===== config.mk =====
export PLATFORM = sky130hd
export DESIGN_NAME = sec_erase_seq
export DESIGN_NICKNAME = d
export VERILOG_FILES = /design/src/rtl/sec_erase_pkg.sv /design/src/rtl/sec_pick.sv /design/src/rtl/sec_tmr.sv /design/src/rtl/sec_tgl.sv /design/src/rtl/sec_erase_seq.sv
export SDC_FILE = /design/constraint.sdc
export NUM_CORES = 1
export LEC_CHECK = 0
export BUFFER_PORTS_ARGS = -buffer_cell sky130_fd_sc_hd__buf_2
export CAP_MARGIN = 20
export CORE_AREA = 2 2 73 75
export CTS_BUF_LIST = sky130_fd_sc_hd__clkbuf_4
export DETAILED_ROUTE_END_ITERATION = 10
export DIE_AREA = 0 0 75 77
export PLACE_DENSITY = 0.73
export SLEW_MARGIN = 20
export SYNTH_ARGS = -nofsm -noshare
export SYNTH_HDL_FRONTEND = slang
export SYNTH_SLANG_ARGS = --single-unit

===== constraint.sdc =====
create_clock -name clk -period 1 [get_ports clk]
set_input_delay 0 -clock clk [delete_from_list [all_inputs] [get_ports clk]]
set_output_delay 0 -clock clk [all_outputs]
set_load 0.01 [all_outputs]

===== src/rtl/sec_erase_pkg.sv =====
package sec_erase_pkg;

  typedef enum logic [2:0] {
    ST_IDLE,
    ST_PICK,
    ST_PREP,
    ST_PVFY,
    ST_ERASE,
    ST_EVFY,
    ST_DWELL,
    ST_FIN
  } sec_st_t;

  localparam logic [1:0] OP_PREP  = 2'b00;
  localparam logic [1:0] OP_PULSE = 2'b01;
  localparam logic [1:0] OP_VZERO = 2'b10;
  localparam logic [1:0] OP_VONES = 2'b11;

endpackage


===== src/rtl/sec_pick.sv =====
// Lowest-index finder over the pending sector map.
module sec_pick #(
  parameter int N  = 8,
  parameter int SW = 3
) (
  input  logic [N-1:0]  map,
  output logic          found,
  output logic [SW-1:0] idx
);

  always_comb begin
    found = |map;
    idx   = '0;
    for (int i = N - 1; i >= 0; i--) begin
      if (map[i]) idx = SW'(i);
    end
  end

endmodule


===== src/rtl/sec_tmr.sv =====
// Clearable up-counter used for pulse counting and the dwell wait.
module sec_tmr #(
  parameter int W = 4
) (
  input  logic         clk,
  input  logic         rst_n,
  input  logic         clr,
  input  logic         inc,
  output logic [W-1:0] cnt
);

  logic [W-1:0] cnt_d;

  always_comb begin
    cnt_d = cnt;
    if (clr)      cnt_d = '0;
    else if (inc) cnt_d = cnt + 1'b1;
  end

  always_ff @(posedge clk or negedge rst_n) begin
    if (!rst_n) cnt <= '0;
    else        cnt <= cnt_d;
  end

endmodule


===== src/rtl/sec_tgl.sv =====
// Status toggle: flips on each read strobe while the engine runs.
module sec_tgl (
  input  logic clk,
  input  logic rst_n,
  input  logic run,
  input  logic rd,
  output logic q
);

  logic q_en;

  assign q_en = run & rd;

  always_ff @(posedge clk or negedge rst_n) begin
    if (!rst_n)    q <= 1'b0;
    else if (q_en) q <= ~q;
  end

endmodule


===== src/rtl/sec_erase_seq.sv =====
module sec_erase_seq #(
  parameter int NUM_SECT  = 8,
  parameter int PULSE_MAX = 16,
  parameter int DWELL_CYC = 5000,
  localparam int SW  = (NUM_SECT > 1) ? $clog2(NUM_SECT) : 1,
  localparam int PW  = $clog2(PULSE_MAX + 1),
  localparam int DWW = $clog2(DWELL_CYC + 1)
) (
  input  logic                clk,
  input  logic                rst_n,
  input  logic                start,
  input  logic [NUM_SECT-1:0] sel_map,
  input  logic [NUM_SECT-1:0] prot_map,
  output logic                op_req,
  output logic [1:0]          op_code,
  output logic [SW-1:0]       op_sect,
  input  logic                op_ack,
  input  logic                op_pass,
  input  logic                stat_rd,
  output logic                toggle_bit,
  output logic                busy,
  output logic                done,
  output logic                err,
  output logic                read_mode
);
  import sec_erase_pkg::*;

  // reset: asserted at once, released through two flops
  logic rs_q1, rst_sn;
  always_ff @(posedge clk or negedge rst_n) begin
    if (!rst_n) begin
      rs_q1  <= 1'b0;
      rst_sn <= 1'b0;
    end else begin
      rs_q1  <= 1'b1;
      rst_sn <= rs_q1;
    end
  end

  sec_st_t              st_q, st_d;
  logic [NUM_SECT-1:0]  pend_q, pend_d;
  logic [SW-1:0]        cur_q, cur_d;
  logic                 err_q, err_d;
  logic                 pick_found;
  logic [SW-1:0]        pick_idx;
  logic [PW-1:0]        pulse_cnt;
  logic [DWW-1:0]       dwell_cnt;
  logic                 pulse_clr, pulse_inc, dwell_clr, dwell_inc;
  logic [NUM_SECT-1:0]  work_map;

  assign work_map = sel_map & ~prot_map;

  sec_pick #(.N(NUM_SECT), .SW(SW)) u_pick (
    .map   (pend_q),
    .found (pick_found),
    .idx   (pick_idx)
  );

  sec_tmr #(.W(PW)) u_pulse (
    .clk   (clk),
    .rst_n (rst_sn),
    .clr   (pulse_clr),
    .inc   (pulse_inc),
    .cnt   (pulse_cnt)
  );

  sec_tmr #(.W(DWW)) u_dwell (
    .clk   (clk),
    .rst_n (rst_sn),
    .clr   (dwell_clr),
    .inc   (dwell_inc),
    .cnt   (dwell_cnt)
  );

  sec_tgl u_tgl (
    .clk   (clk),
    .rst_n (rst_sn),
    .run   (busy),
    .rd    (stat_rd),
    .q     (toggle_bit)
  );

  // next state
  always_comb begin
    st_d      = st_q;
    pend_d    = pend_q;
    cur_d     = cur_q;
    err_d     = err_q;
    pulse_clr = 1'b0;
    pulse_inc = 1'b0;
    dwell_clr = 1'b0;
    dwell_inc = 1'b0;
    unique case (st_q)
      ST_IDLE: begin
        dwell_clr = 1'b1;
        if (start) begin
          pend_d = work_map;
          err_d  = 1'b0;
          st_d   = (|work_map) ? ST_PICK : ST_DWELL;
        end
      end
      ST_PICK: begin
        pulse_clr = 1'b1;
        if (pick_found) begin
          cur_d = pick_idx;
          st_d  = ST_PREP;
        end else begin
          st_d  = ST_FIN;
        end
      end
      ST_PREP: begin
        if (op_ack) st_d = ST_PVFY;
      end
      ST_PVFY: begin
        if (op_ack) begin
          if (op_pass) begin
            st_d = ST_ERASE;
          end else begin
            err_d = 1'b1;
            st_d  = ST_FIN;
          end
        end
      end
      ST_ERASE: begin
        if (op_ack) begin
          pulse_inc = 1'b1;
          st_d      = ST_EVFY;
        end
      end
      ST_EVFY: begin
        if (op_ack) begin
          if (op_pass) begin
            pend_d[cur_q] = 1'b0;
            st_d          = ST_PICK;
          end else if (pulse_cnt >= PW'(PULSE_MAX)) begin
            err_d = 1'b1;
            st_d  = ST_FIN;
          end else begin
            st_d  = ST_ERASE;
          end
        end
      end
      ST_DWELL: begin
        dwell_inc = 1'b1;
        if (dwell_cnt == DWW'(DWELL_CYC - 1)) st_d = ST_FIN;
      end
      ST_FIN: begin
        st_d = ST_IDLE;
      end
      default: st_d = ST_IDLE;
    endcase
  end

  // registers
  always_ff @(posedge clk or negedge rst_sn) begin
    if (!rst_sn) begin
      st_q   <= ST_IDLE;
      pend_q <= '0;
      cur_q  <= '0;
      err_q  <= 1'b0;
    end else begin
      st_q   <= st_d;
      pend_q <= pend_d;
      cur_q  <= cur_d;
      err_q  <= err_d;
    end
  end

  // outputs
  always_comb begin
    op_req  = 1'b0;
    op_code = OP_PREP;
    unique case (st_q)
      ST_PREP:  begin op_req = 1'b1; op_code = OP_PREP;  end
      ST_PVFY:  begin op_req = 1'b1; op_code = OP_VZERO; end
      ST_ERASE: begin op_req = 1'b1; op_code = OP_PULSE; end
      ST_EVFY:  begin op_req = 1'b1; op_code = OP_VONES; end
      default:  begin op_req = 1'b0; op_code = OP_PREP;  end
    endcase
  end

  assign op_sect   = cur_q;
  assign busy      = (st_q != ST_IDLE) && (st_q != ST_FIN);
  assign done      = (st_q == ST_FIN);
  assign err       = err_q;
  assign read_mode = ~busy;

endmodule


# [Word level (Yosys, flattened, before mapping)]
# Cells that the tools add are included.
[word_totals] register_bits=36 input_bits=22 out_inout_bits=11 elab_cells=99
[classes] n_addsub=2 magnitude_cmp=3 eq_ne=19 mux=44 bitwise_logic=7 reduce_logical=15
[op_table] operator="2-to-1 mux 3 bit" n=17
[op_table] operator="2-to-1 mux 13 bit" n=2
[op_table] operator="2-to-1 mux 8 bit" n=3
[op_table] operator="case mux 3 bit (8 select lines)" n=1
[op_table] operator="!= test 2 bit, second input constant" n=10
[op_table] operator="AND 8 bit" n=2
[op_table] operator="NOT 8 bit" n=2
[op_table] operator="case mux 8 bit (2 select lines)" n=1
[op_table] operator="OR reduction 8 bit" n=2
[op_table] operator="adder 13 x 1 -> 13 bit, second input constant" n=1
[op_table] operator="== test 13 bit, second input constant" n=1
[op_table] operator="2-to-1 mux 1 bit" n=13
[op_table] operator="== test 3 bit, second input constant" n=4
[op_table] operator="2-to-1 mux 5 bit" n=2
[op_table] operator="AND reduction 7 bit" n=1
[op_table] operator="== test 3 x 2 -> 1 bit, second input constant" n=2
[op_table] operator="case mux 2 bit (3 select lines)" n=1
[op_table] operator="AND reduction 6 bit" n=1
[op_table] operator="nonzero test 2 bit" n=3
[op_table] operator="nonzero test 3 bit" n=2
[op_table] operator="adder 5 x 1 -> 5 bit, second input constant" n=1
[op_table] operator="greater-or-equal comparator 5 bit, second input constant" n=1
[op_table] operator="less-than comparator 3 x 4 -> 1 bit, second input constant" n=1
[op_table] operator="2-to-1 mux 2 bit" n=2
[op_table] operator="12 further kinds" n=14

# [Logic depth before layout (Yosys ltp)]
[depth] depth_word=9 ltp_mapped=7 mapped_depth_nobuf=6

# [Hierarchy]
# Synthesis repeated with hierarchy kept, for this count alone.
[hier_totals] cells_unflattened=231 area_unflattened_um2=2114.5
[modules_own_cells] module="sec_erase_seq" n_inst=1 cells_each=127 area_each_um2=1073.5 seq_area_each_um2=425.4
[modules_own_cells] module="sec_tmr at u_dwell" n_inst=1 cells_each=66 area_each_um2=669.4 seq_area_each_um2=325.3
[modules_own_cells] module="sec_tmr at u_pulse" n_inst=1 cells_each=22 area_each_um2=252.7 seq_area_each_um2=125.1
[modules_own_cells] module="sec_pick" n_inst=1 cells_each=13 area_each_um2=81.3 seq_area_each_um2=0.0
[modules_own_cells] module="sec_tgl" n_inst=1 cells_each=3 area_each_um2=37.5 seq_area_each_um2=25.0

# [Least setup slack after synthesis]
# No wires, ideal clock.
[synth_path] path_kind="reg2reg" start="register pend_q[6]" end="register st_q[0]" setup_ns=0.064 arrival_time_ns=1.735 required_ns=0.936 path_slack_ns=-0.799 stages_incl_launch_ff=6 n_path_buf=0 synth_period_minus_slack_ns=1.799 cell_sequence="dfrtp_1 -> or4_1 -> or2_1 -> o31a_1 -> a311oi_1 -> a21o_1"
[synth_between] elab_chain_len=3
[synth_lines] item="start, declared" line="sec_erase_seq.sv:41" source="logic [NUM_SECT-1:0] pend_q, pend_d;"
[synth_lines] item="start signal, assigned" line="sec_erase_seq.sv:163" source="pend_q <= pend_d;"
[synth_lines] item="OR reduction 8 bit" line="sec_pick.sv:12" source="found = |map;"
[synth_lines] item="2-to-1 mux 3 bit" line="sec_erase_seq.sv:104" source="if (pick_found) begin"
[synth_lines] item="case mux 3 bit (8 select lines)" line="sec_erase_seq.sv:93" source="unique case (st_q)"
[synth_lines] item="end signal, assigned" line="sec_erase_seq.sv:162" source="st_q <= st_d;"
[synth_lines] item="end, declared" line="sec_erase_seq.sv:40" source="sec_st_t st_q, st_d;"
# Every way passes these cells.
# A chain may end at the register's enable or synchronous reset.

# [Worst setup path in the final report]
[layout_path] start="register pend_q[7]" end="register st_q[0]"
# The elaborated chain is that of the path after synthesis.

==> summary.txt <==
Power and ir drop
  – Peak VDD IR: between 1.5 and 2 mV
  – Pwr per Cell Area: 2910 mW/mm^2
  – Static leakage: 0.00154 uW

Worst setup path
  – Critical Path End Type: flip-flop
  – Critical setup path kind: reg -> reg
  – Cell Chain, Critical Path: or4_1, or2_1, o31a_1, a311oi_2, a21o_1
  – RR Startpoint: pend_q[7]
  – Data arrival time of the critical path: about 2.2 ns
  – Slowest library cell on the worst path: sky130_fd_sc_hd__or4_1
  – Crit path launch type: flip-flop
  – Terminus of the critical flop-to-flop path: st_q[0]
  – Biggest fanout along the worst timing path: 2
  – Critical path required time: ~1.3 ns
  – Longest individual stage delay on the worst path: 0.58 ns
  – Worst R2R Setup Slack: -0.89 ns
  – Worst Reg2Reg Path Length in Cells: 5

Yosys
  – Share of synthesized registers carrying an async set or reset: 100%
  – Number of warnings printed during yosys synthesis: 0
  – Sequential fraction of the synthesis area: 46.2%
  – Count of flip-flops with a built-in enable after synthesis: 0
  – Avg Inst Size Synth: slightly below 9 um^2
  – Netlist Area Pre-Place: between 0.0015 and 0.002 mm^2
  – Number of flip-flops and latches in the synthesized netlist: 36
  – Most area-consuming cells after synthesis: sky130_fd_sc_hd__dfrtp_1 (46%), sky130_fd_sc_hd__o21ai_0 (4.6%), sky130_fd_sc_hd__nand2_1 (4.2%)
  – Top cell type by total area after synthesis: sky130_fd_sc_hd__dfrtp_1
  – Syn nets: ~240
  – Number of library cell types mapped by synthesis: 44
  – Synthesized instance count: 219
  – Proportion of netlist area held by the largest area contributor: 46.2%
  – Dominant synthesized flop cell: sky130_fd_sc_hd__dfrtp_1

Min path
  – Hold Crit Depth: 4
  – Worst Hold Launch: op_pass
  – Path type of the worst min-delay path: in -> reg
  – Hold-critical path endpoint: err

Layout
  – Commonest cells after routing, fill and taps aside: sky130_fd_sc_hd__buf_4 (57), sky130_fd_sc_hd__dfrtp_1 (33), sky130_fd_sc_hd__buf_6 (25), sky130_fd_sc_hd__buf_2 (24), sky130_fd_sc_hd__nand2_1 (13)
  – Antenna cells: 0
  – Cell area after layout: about 0.0035 mm^2
  – Fill cell count: 344
  – Final core utilization: 70.1%
  – Fraction of layout instances using a drive strength above 1: 55.3%
  – P&R area growth vs syn: 79.1%
  – Count of non-filler cells in the finished layout: 408
  – Count of nets after finishing: 361
  – Leading cell type in the layout, fill and taps excluded: sky130_fd_sc_hd__buf_4

STA
  – Final-report max-slew violation count: 0
  – Final Worst Setup Slack: -0.887 ns
  – Count of endpoints failing hold in the final timing report: 0
  – Post-route fraction of the period consumed by the critical path: 189%
  – Setup_tns: -20.58 ns
  – Clock skew: 0.0102 ns
  – Max Freq: between 500 and 600 MHz
  – Final number of setup-violating endpoints: 42
  – Unrepaired setup endpoints after global routing: yes
  – Shortest period the worst path allows: around 1.9 ns

Clock tree
  – Clock-pin slew of the registers on the worst-case setup and hold paths: 0.12 ns
  – Insertion delay of the later-clocked pin in the worst-skew pair: 0.33 ns
  – Clock root cell: sky130_fd_sc_hd__clkbuf_4
  – Clock Path Buffers: 2
  – Number of levels in the clock H-tree: 2
  – Number of buffers created by CTS: 5
  – Clock net sink count: 36
  – CTS tree: done

Place
  – Area of placed instances: 0.00270 mm^2
  – Inst Count DP: 367
  – Post-DP HPWL: roughly 3600 um
  – Final weighted congestion in routability-driven placement: 0.815
  – Port bufs: 32

Floorplan
  – Overall die height: 77 um
  – Horizontal die dimension: 75 um
  – Total core area: 0.00498 mm^2
  – Die ar.: between 0.005 and 0.006 mm^2
  – Num rows: 26
  – Starting density of the core: 39.2%
  – I/O pin cnt: 33

Global routing
  – Remaining Overflow, GRT: 0
  – Number of antenna violations at the first check in global routing: 0
  – Via count of the first global-routing pass: 2082
  – Maximum number of pins on one net before global-route repair: 35
  – Gr usage total: 20.0%
  – First-pass GRT wire length: 9070 um

Routing
  – WL per Instance: around 17 um
  – Via count normalized by instance count: about 5.6
  – Antenna-violating nets left: 0
  – Post-detailed-route DRC marker count: 0
  – Total wire length after detailed routing: 6980 um
  – Number of detailed-routing iterations run before antenna repair: 4
  – Total number of vias: 2275
  – Count of routing violations after the opening detailed-route iteration: between 150 and 200

Flow run
  – Count of maximum capacitance violations: 0

Run status
  – Failing checks: negative setup slack
  – Outcome: finished with violations
## critical path, delay by kind of cell, from the launching register on
| family | cells | cell delay, ns |
|---|---|---|
| simple gates | 2 | 0.84 |
| flops | 1 | 0.40 |
| compound gates | 3 | 0.60 |
## stage by stage
step | power, uW | hold WS, ns | setup WS [ns]
2_1_floorplan | 4920 | -0.296 | -0.786
3_3_place_gp | 6430 | -0.213 | -0.811
3_5_place_dp | 6530 | -0.214 | -0.825
4_1_cts | 8760 | 0.0541 | -0.835
5_1_grt | 10600 | 0.105 | -0.957
6_report | 10200 | 0.0678 | -0.887
## synth_stat cells (5+ instances only)
library cell               count
sky130_fd_sc_hd__nand2_1      22
sky130_fd_sc_hd__a21oi_1      10
sky130_fd_sc_hd__inv_1         6
sky130_fd_sc_hd__dfrtp_1      36
sky130_fd_sc_hd__o21ai_0      18
sky130_fd_sc_hd__nor2_1       15
sky130_fd_sc_hd__o21ai_1      10
sky130_fd_sc_hd__xor2_1        5
sky130_fd_sc_hd__nand4_1       8
sky130_fd_sc_hd__nand2b_1     10
sky130_fd_sc_hd__clkbuf_1      7
sky130_fd_sc_hd__nor3_1        5
sky130_fd_sc_hd__nand3_1       7
## registers in the layout (all words and copies together), names as in the netlist, 3 cells and up
register     flops
op_sect          3
pend_q           8
st_q             3
u_dwell.cnt     13
u_pulse.cnt      5
## logic make-up (layout without fill, tap and decap cells)
group,count (synthesis),in the layout,share of synthesized area [%]
and+or+nand+nor,87,87,23.4
AOI/OAI and AO/OA,63,63,19.8
DFF,36,36,46.2
buffers and inverters,19,138,3.92
xor gates and xnor gates,8,8,3.59
muxes,3,3,1.54
adders and majority gates,2,2,1.28
other,1,1,0.192
## area by class of cell
type,count,area [um^2],area share (%)
Clock buffer,7,52.6,1.51
Inverter,7,41.3,1.18
Multi-Input combinational cell,164,1350,38.7
Timing Repair Buffer,123,1050,30.1
Sequential cell,36,905,25.9
Clock inverter,1,3.75,0.108
Tap cell,70,87.6,2.51
## layer usage
metal / up-vias / GRT usage, % / part of all wire, %
li1: 1022 / - / -
met1: 1125 / 24.2 / 38
met2: 104 / 35.4 / 54
met3: 24 / 3.81 / 4.9
met4: 0 / 5.36 / 2.9
met5: - / 0 / 0
## power breakdown
part           leakage [uW]  switching, uW  internal [uW]
logic               0.00104           3430           3610
registers          0.000468            397           1900
clock network     0.0000338            490            325
total               0.00154           4320           5830
## worst max-delay path by stage
| stage | startpoint | slack [ns] | to | depth (start not counted) |
|---|---|---|---|---|
| after floorplan | pend_q[3] | -0.79 | st_q[0] | 5 |
| after global placement | pend_q[3] | -0.81 | st_q[0] | 5 |
| after detailed placement | pend_q[3] | -0.83 | st_q[0] | 5 |
| after CTS | pend_q[7] | -0.83 | st_q[0] | 5 |
| after global routing | pend_q[7] | -0.96 | st_q[0] | 5 |
| final | pend_q[7] | -0.89 | st_q[0] | 5 |
## what timing repair did
action / in CTS / in global routing
hold endpoints to repair: 11 / 0
setup buffers: 13 / 13
setup endpoints to repair: 43 / 43
hold buffers: 11 / 0
pin swaps: 19 / 25
resized for setup: 60 / 42
Note: power is estimated with default switching activity, not from simulation.
